**config.mk**
```make
export PLATFORM = sky130hd
export DESIGN_NAME = hs_port
export DESIGN_NICKNAME = d
export VERILOG_FILES = /design/src/rtl/hs_port_pkg.sv /design/src/rtl/hs_edge_det.sv /design/src/rtl/hs_data_latch.sv /design/src/rtl/hs_ctrl.sv /design/src/rtl/hs_port.sv
export SDC_FILE = /design/constraint.sdc
export NUM_CORES = 1
export LEC_CHECK = 0
export ABC_AREA = 1
export CAP_MARGIN = 10
export CORE_ASPECT_RATIO = 0.8
export CORE_UTILIZATION = 60
export CTS_BUF_LIST = sky130_fd_sc_hd__clkbuf_4
export DETAILED_ROUTE_END_ITERATION = 8
export DONT_BUFFER_PORTS = 1
export GPL_TIMING_DRIVEN = 0
export MAX_ROUTING_LAYER = met4
export PLACE_DENSITY_LB_ADDON = 0.2
export SETUP_SLACK_MARGIN = 0.05
export SLEW_MARGIN = 30
export SYNTH_ARGS = -nofsm -noshare
export SYNTH_HDL_FRONTEND = slang
export SYNTH_SLANG_ARGS = --single-unit
export TNS_END_PERCENT = 30
```
**constraint.sdc**
```tcl
create_clock -name clk -period 2.1 [get_ports clk]
set_clock_uncertainty 0.1 [all_clocks]
set_input_delay 0.21 -clock clk [delete_from_list [all_inputs] [get_ports clk]]
set_output_delay 0.21 -clock clk [all_outputs]
set_load 0.02 [all_outputs]
```
**src/rtl/hs_port_pkg.sv**
```systemverilog
package hs_port_pkg;

    typedef enum logic {
        HS_DIR_IN  = 1'b0,
        HS_DIR_OUT = 1'b1
    } hs_dir_e;

    // Handshake control state
    typedef struct packed {
        logic    full;   // buffer holds a byte not yet consumed
        logic    ie;     // interrupt enable
        logic    intr;   // interrupt request
        hs_dir_e dir;    // direction the state belongs to
    } hs_ctrl_t;

    // Sampled strobe lanes
    localparam int HS_LANES   = 3;
    localparam int LANE_RD    = 0;
    localparam int LANE_WR    = 1;
    localparam int LANE_HS    = 2;

    // Status word bit positions
    localparam int STAT_W     = 3;
    localparam int ST_IE      = 2;
    localparam int ST_FLAG    = 1;
    localparam int ST_INTR    = 0;

endpackage

```
**src/rtl/hs_edge_det.sv**
```systemverilog
module hs_edge_det #(
    parameter int N = 3
) (
    input  logic         clk,
    input  logic         rst_n,
    input  logic [N-1:0] lvl,
    output logic [N-1:0] rise,
    output logic [N-1:0] fall
);

    logic [N-1:0] prev_d, prev_q;

    always_comb begin
        prev_d = lvl;
    end

    always_ff @(posedge clk) begin
        if (!rst_n) prev_q <= '1;   // strobes idle high
        else        prev_q <= prev_d;
    end

    for (genvar i = 0; i < N; i++) begin : g_lane
        assign rise[i] =  lvl[i] & ~prev_q[i];
        assign fall[i] = ~lvl[i] &  prev_q[i];
    end

endmodule

```
**src/rtl/hs_data_latch.sv**
```systemverilog
module hs_data_latch #(
    parameter int W = 8
) (
    input  logic         clk,
    input  logic         rst_n,
    input  logic         clr,
    input  logic         ld,
    input  logic [W-1:0] din,
    output logic [W-1:0] dout
);

    logic [W-1:0] data_d, data_q;

    always_comb begin
        data_d = data_q;
        if (clr)     data_d = '0;
        else if (ld) data_d = din;
    end

    always_ff @(posedge clk) begin
        if (!rst_n) data_q <= '0;
        else        data_q <= data_d;
    end

    assign dout = data_q;

endmodule

```
**src/rtl/hs_ctrl.sv**
```systemverilog
module hs_ctrl
    import hs_port_pkg::*;
(
    input  logic    clk,
    input  logic    rst_n,
    input  hs_dir_e dir,
    input  logic    rd_rise,
    input  logic    rd_fall,
    input  logic    wr_rise,
    input  logic    wr_fall,
    input  logic    hs_rise,
    input  logic    hs_fall,
    input  logic    ie_set,
    input  logic    ie_clr,
    output logic    reinit,
    output logic    full,
    output logic    ie,
    output logic    intr,
    output hs_dir_e dir_q
);

    hs_ctrl_t st_d, st_q;

    always_comb begin
        st_d   = st_q;
        reinit = (dir != st_q.dir);
        if (reinit) begin
            st_d      = '0;
            st_d.dir  = dir;
        end else begin
            if (ie_clr)      st_d.ie = 1'b0;
            else if (ie_set) st_d.ie = 1'b1;

            if (st_q.dir == HS_DIR_IN) begin
                if (hs_fall)      st_d.full = 1'b1;
                else if (rd_rise) st_d.full = 1'b0;
                if (rd_fall)
                    st_d.intr = 1'b0;
                else if (hs_rise && st_q.full && st_q.ie)
                    st_d.intr = 1'b1;
            end else begin
                if (wr_rise)      st_d.full = 1'b1;
                else if (hs_fall) st_d.full = 1'b0;
                if (wr_fall)
                    st_d.intr = 1'b0;
                else if (hs_rise && !st_q.full && st_q.ie)
                    st_d.intr = 1'b1;
            end

            if (!st_d.ie) st_d.intr = 1'b0;
        end
    end

    always_ff @(posedge clk) begin
        if (!rst_n) begin
            st_q.full <= 1'b0;
            st_q.ie   <= 1'b0;
            st_q.intr <= 1'b0;
            st_q.dir  <= dir;
        end else begin
            st_q <= st_d;
        end
    end

    assign full  = st_q.full;
    assign ie    = st_q.ie;
    assign intr  = st_q.intr;
    assign dir_q = st_q.dir;

endmodule

```
**src/rtl/hs_port.sv**
```systemverilog
module hs_port
    import hs_port_pkg::*;
#(
    parameter int DATA_W = 8
) (
    input  logic              clk,
    input  logic              rst_n,
    input  logic              mode_out,
    input  logic              cpu_rd_n,
    input  logic              cpu_wr_n,
    input  logic [DATA_W-1:0] cpu_wdata,
    input  logic              ie_set,
    input  logic              ie_clr,
    input  logic              per_hs_n,
    input  logic [DATA_W-1:0] per_din,
    output logic [DATA_W-1:0] per_dout,
    output logic              per_oe,
    output logic [DATA_W-1:0] rdata,
    output logic              flag,
    output logic              intr,
    output logic [STAT_W-1:0] status
);

    hs_dir_e             dir;
    logic [HS_LANES-1:0] lvl, rise, fall;
    logic                reinit, full, ie, intr_w;
    hs_dir_e             dir_q;
    logic                rx_ld, tx_ld;

    assign dir = mode_out ? HS_DIR_OUT : HS_DIR_IN;

    always_comb begin
        lvl          = '1;
        lvl[LANE_RD] = cpu_rd_n;
        lvl[LANE_WR] = cpu_wr_n;
        lvl[LANE_HS] = per_hs_n;
    end

    hs_edge_det #(.N(HS_LANES)) u_edge (
        .clk   (clk),
        .rst_n (rst_n),
        .lvl   (lvl),
        .rise  (rise),
        .fall  (fall)
    );

    hs_ctrl u_ctrl (
        .clk     (clk),
        .rst_n   (rst_n),
        .dir     (dir),
        .rd_rise (rise[LANE_RD]),
        .rd_fall (fall[LANE_RD]),
        .wr_rise (rise[LANE_WR]),
        .wr_fall (fall[LANE_WR]),
        .hs_rise (rise[LANE_HS]),
        .hs_fall (fall[LANE_HS]),
        .ie_set  (ie_set),
        .ie_clr  (ie_clr),
        .reinit  (reinit),
        .full    (full),
        .ie      (ie),
        .intr    (intr_w),
        .dir_q   (dir_q)
    );

    assign rx_ld = (dir == HS_DIR_IN)  && !per_hs_n;
    assign tx_ld = (dir == HS_DIR_OUT) && !cpu_wr_n;

    hs_data_latch #(.W(DATA_W)) u_rx_latch (
        .clk   (clk),
        .rst_n (rst_n),
        .clr   (reinit),
        .ld    (rx_ld),
        .din   (per_din),
        .dout  (rdata)
    );

    hs_data_latch #(.W(DATA_W)) u_tx_latch (
        .clk   (clk),
        .rst_n (rst_n),
        .clr   (reinit),
        .ld    (tx_ld),
        .din   (cpu_wdata),
        .dout  (per_dout)
    );

    assign per_oe = mode_out;
    assign flag   = (dir_q == HS_DIR_OUT) ? ~full : full;
    assign intr   = intr_w;

    always_comb begin
        status          = '0;
        status[ST_IE]   = ie;
        status[ST_FLAG] = flag;
        status[ST_INTR] = intr_w;
    end

endmodule

```
* After elaboration in Yosys (flattened, before gate mapping)
Cells that the tools add are included.
Word-level totals: register bits 23, bits in latches 0, RAM bits 0, memory bits (read-only) 0, input port bits 24, output and inout bits 22, logic and storage cells 59, memories 0
Cells by class: add/subtract/negate cells 0, multiply operators 0, divide/modulo/power cells 0, order comparisons 0, eq/ne operators 4, shift operators 0, multiplexer cells 17, bitwise operators 16, reductions and logical operators 15
Operators with widths (count):
- 1-bit two-way mux | 17
- 1-bit NOT | 10
- 1-bit AND | 6
- 1-bit logical AND | 6
- 3-bit nonzero test | 2
- 2-bit AND reduction | 2
- 1-bit logical NOT | 3
- 3-bit by 1-bit inequality test with 1-bit output, second input constant | 1
- 3-bit by 2-bit inequality test with 1-bit output, second input constant | 1
- 3-bit OR reduction | 1
- 2-bit by 1-bit inequality test with 1-bit output, second input constant | 1
- 2-bit OR reduction | 1
- 1-bit inequality test | 1

* Depth between registers and ports, before layout
depth in word-level cells 7, mapped depth 7, mapped depth without buffers 6

* By module
A second synthesis with hierarchy kept.
Second synthesis, totals: cells, all modules 131, area, all modules 950.9 um^2
Modules (own cells, without submodules):
- hs_data_latch | instances 2, cells each 36, area each 282.8 um^2, seq. area each 160.2 um^2
- hs_ctrl | instances 1, cells each 29, area each 206.4 um^2, seq. area each 90.1 um^2
- hs_edge_det | instances 1, cells each 18, area each 116.4 um^2, seq. area each 60.1 um^2
- hs_port | instances 1, cells each 12, area each 62.6 um^2, seq. area each 0.0 um^2

* Worst setup path before layout
OpenSTA, ideal clock, no wires.
path kind register -> output, from register u_ctrl.st_q (netlist bit u_ctrl.dir_q), to output status[1], arrival 1.157 ns, data required time 1.790 ns, setup slack 0.633 ns, cell stages (with the launch flop) 3, buffers on the path 1, path through edfxtp_1 -> xor2_1 -> buf_4
On the way: word-level cells in the longest chain between the ends 1
RTL lines:
- start: declaration | line hs_ctrl.sv:22 | hs_ctrl_t st_d, st_q;
- start signal: assignment | line hs_ctrl.sv:61 | st_q <= st_d;
- 1-bit two-way mux | line hs_port.sv:88 | assign flag = (dir_q == HS_DIR_OUT) ? ~full : full;
- end: declaration | line hs_port.sv:21 | output logic [STAT_W-1:0] status
No other way between the ends.

* Worst setup path in the final report
Ends and elaborated chain as after synthesis.

==> qor.csv <==
metric,value,unit
synth-main-ff-cell,dfxtp_1,
clk-insertion-delay-late,320,ps
reg2regPathDepth,3,
antenna_found_initial,0,
maxCapViolCount,0,
setup_viol,0,
worst_slack,198,ps
drc,0,
cp.arrival,1590,ps
first_iter_violations,30,
design_area,1270,sq um
cp_top_family,flip-flops,
cp-end-kind,output port,
finalCritPeriodShare,90.6,%
power.internal,0.600,mW
overflow,0,
fillers,85,
path_max_fanout,6,
clk_pin_slew,120,ps
reg2reg_slack,720,ps
vias_per_cell,5.34,
seq_power_share,57.5,%
status,"finished, final reports clean",
p_clk_share,26.4,%
grt_pass1_wl,3900,um
hold_path.class,input port to flop,
startpoint,u_ctrl.dir_q$_DFFE_PP_,
r2r_end,u_ctrl.dir_q$_DFFE_PP_,
syn_avg_cell_area,7.45,sq um
gr-usage-all-layers,31.8,%
die_width,48.3,um
port_buffers,0,
yosys_warnings,0,
cts_root_buffer,clkbuf_4,
fin_nets,186,
relSlewSlack,66.7,%
ys_ff_latch,23,
synth_common_cells,"48 x nand2_1, 22 x dfxtp_1, 16 x inv_1",
power.net_switching,0.235,mW
cp.buffers_inverters,1,
cts_buffer_depth,2,
cts_tree,built,
dp.final_hpwl,1510,um
htreeDepth,1,
finalCriticalPeriod,1900,ps
whs_endpoint,u_rx_latch.dout[5]$_SDFFE_PP0P_,
sw_frac_of_total,28.1,%
syn_nets,162,
rsz0062_at_grt,false,
tightest_slew,498,ps
worstPathRequired,1790,ps
setup_tns,0,ps
startpoint_type,flop,
path_cells,xor2_1 > buf_4,
wl_per_cell,14.4,um
clock-sinks,23,
yosysTopAreaCell,dfxtp_1,
synth_top_area_share,42.8,%
pwr-share-comb,16.1,%
p_leak,0.640,nW
grt_pass1_vias,923,
die_y,39.0,um
fp.dieArea,1880,sq um
crit_type,flop to output port,
hold_path_depth,4,
diodes,0,
ant_nets,0,
synth_seq_area_share,45.7,%
min_from,rst_n,
r2r-start,u_ctrl.dir_q$_DFFE_PP_,
start_util,69.2,%
cts-buffers-inserted,3,
synth_edf_count,1,
synth-async-reset-ratio,0,%
yosysMostFrequentCell,nand2_1,
maxSlewViolCount,0,
grt_max_degree,13,
ys_types,20,
rows,12,
vias,972,
wl,2620,um
area_growth_syn_to_layout,24.0,%
critPathMaxStageDelay,580,ps
core_region_area,1490,sq um
drtPass1Iterations,4,
syn_area,1030,sq um
crit_slowest_cell,edfxtp_1,
place_area,1050,sq um
drive_gt1_share,13.0,%
place_ws,533,ps
ff_latch_area,470,sq um
hold_viol,0,
p_per_area,655,nW/um^2
ys_top_cells_by_area,"dfxtp_1 43%, nand2_1 18%, inv_1 5.8%",
gp_congestion,0.730,
syn_inst,138,
ioPinCount,46,
ir_drop,0.524,mV
multi_input_area,439,sq um
max_freq,526,MHz
worst max path at each step:
stage               slack [ps]  cells after the start   endpoint
floorplan                  630                      2  status[1]
global placement           580                      2  status[1]
detailed placement         530                      2  status[1]
CTS                        180                      2  status[1]
global route                90                      2  status[1]
finish                     200                      2  status[1]
power by group through the flow:
| stage | Combinational (mW) | Sequential [mW] | Clock (mW) |
|---|---|---|---|
| 2_1_floorplan | 0.0847 | 0.486 | 0 |
| 3_3_place_gp | 0.0947 | 0.489 | 0 |
| 3_5_place_dp | 0.0986 | 0.490 | 0 |
| 4_1_cts | 0.129 | 0.480 | 0.220 |
| 5_1_grt | 0.147 | 0.482 | 0.238 |
| 6_report | 0.134 | 0.480 | 0.220 |
layout by cell type, fill, tap and decap left out, types with 2 or more instances in the layout:
master,synthesis,layout
clkbuf_4,0,4
dlygate4sd3_1,0,19
nand2_1,48,48
nand2_4,2,2
buf_2,2,2
dfxtp_1,22,22
nor2_1,2,2
buf_4,5,5
inv_2,2,2
nor2_2,2,2
o21ai_0,9,9
inv_1,16,16
a21oi_1,9,9
nand3_1,11,11
final cells by class:
type                    instances  area share, %
flip-flops and latches         23           36.9
multi-input cells              89           34.4
repair buffers                 19           14.9
well taps                      21           2.06
inverters                      18           5.30
plain buffers                   8           4.02
clock buffers                   4           2.36
stage by stage:
step | hold WS [ps] | std cells | total power [mW] | util, %
floorplan | 179 | 138 | 0.571 | -
global placement | 182 | 159 | 0.583 | 71.0
detailed placement | 185 | 159 | 0.589 | 71.0
CTS | 7.91 | 182 | 0.829 | 85.8
global route | 10.2 | 182 | 0.867 | 85.8
finish | 17.8 | 182 | 0.835 | 85.8
tightest hold or removal path, cell delays in order:
cell	delay (ps)
nand2_4	70
nor2_8	50
nand2_1	50
inv_1	30
logic make-up (layout without fill, tap and decap cells):
logic type | count (synthesis) | count (layout) | share of synthesized area, %
AOI/OAI and AO/OA | 18 | 18 | 8.76
DFF | 23 | 23 | 45.7
xor gates and xnor gates | 1 | 1 | 0.852
and+or+nand+nor | 70 | 70 | 33.1
buffers and inverters | 26 | 49 | 11.6
routing by layer:
metal | vias to the layer above | track usage, % | part of all wire (%) | wire [um]
met1 | 447 | 34.5 | 40 | 1050
li1 | 469 | - | - | -
met4 | 0 | 8.33 | 1.6 | 42
met3 | 10 | 11.2 | 8.4 | 221
met5 | - | - | 0 | 0
met2 | 46 | 54.7 | 50 | 1300
state kept, by name (all words and copies together) (netlist names):
register         flops
u_ctrl.intr          1
u_edge.prev_q        3
u_rx_latch.dout      8
u_ctrl.ie            1
u_ctrl.dir_q         1
u_ctrl.full          1
u_tx_latch.dout      8
what timing repair did:
item | CTS | global route
setup buffers | 0 | 0
hold buffers | 19 | 0
resized for setup | 0 | 0
endpoints found under the hold margin | 22 | 0
Power figures use the tool's default switching activity.
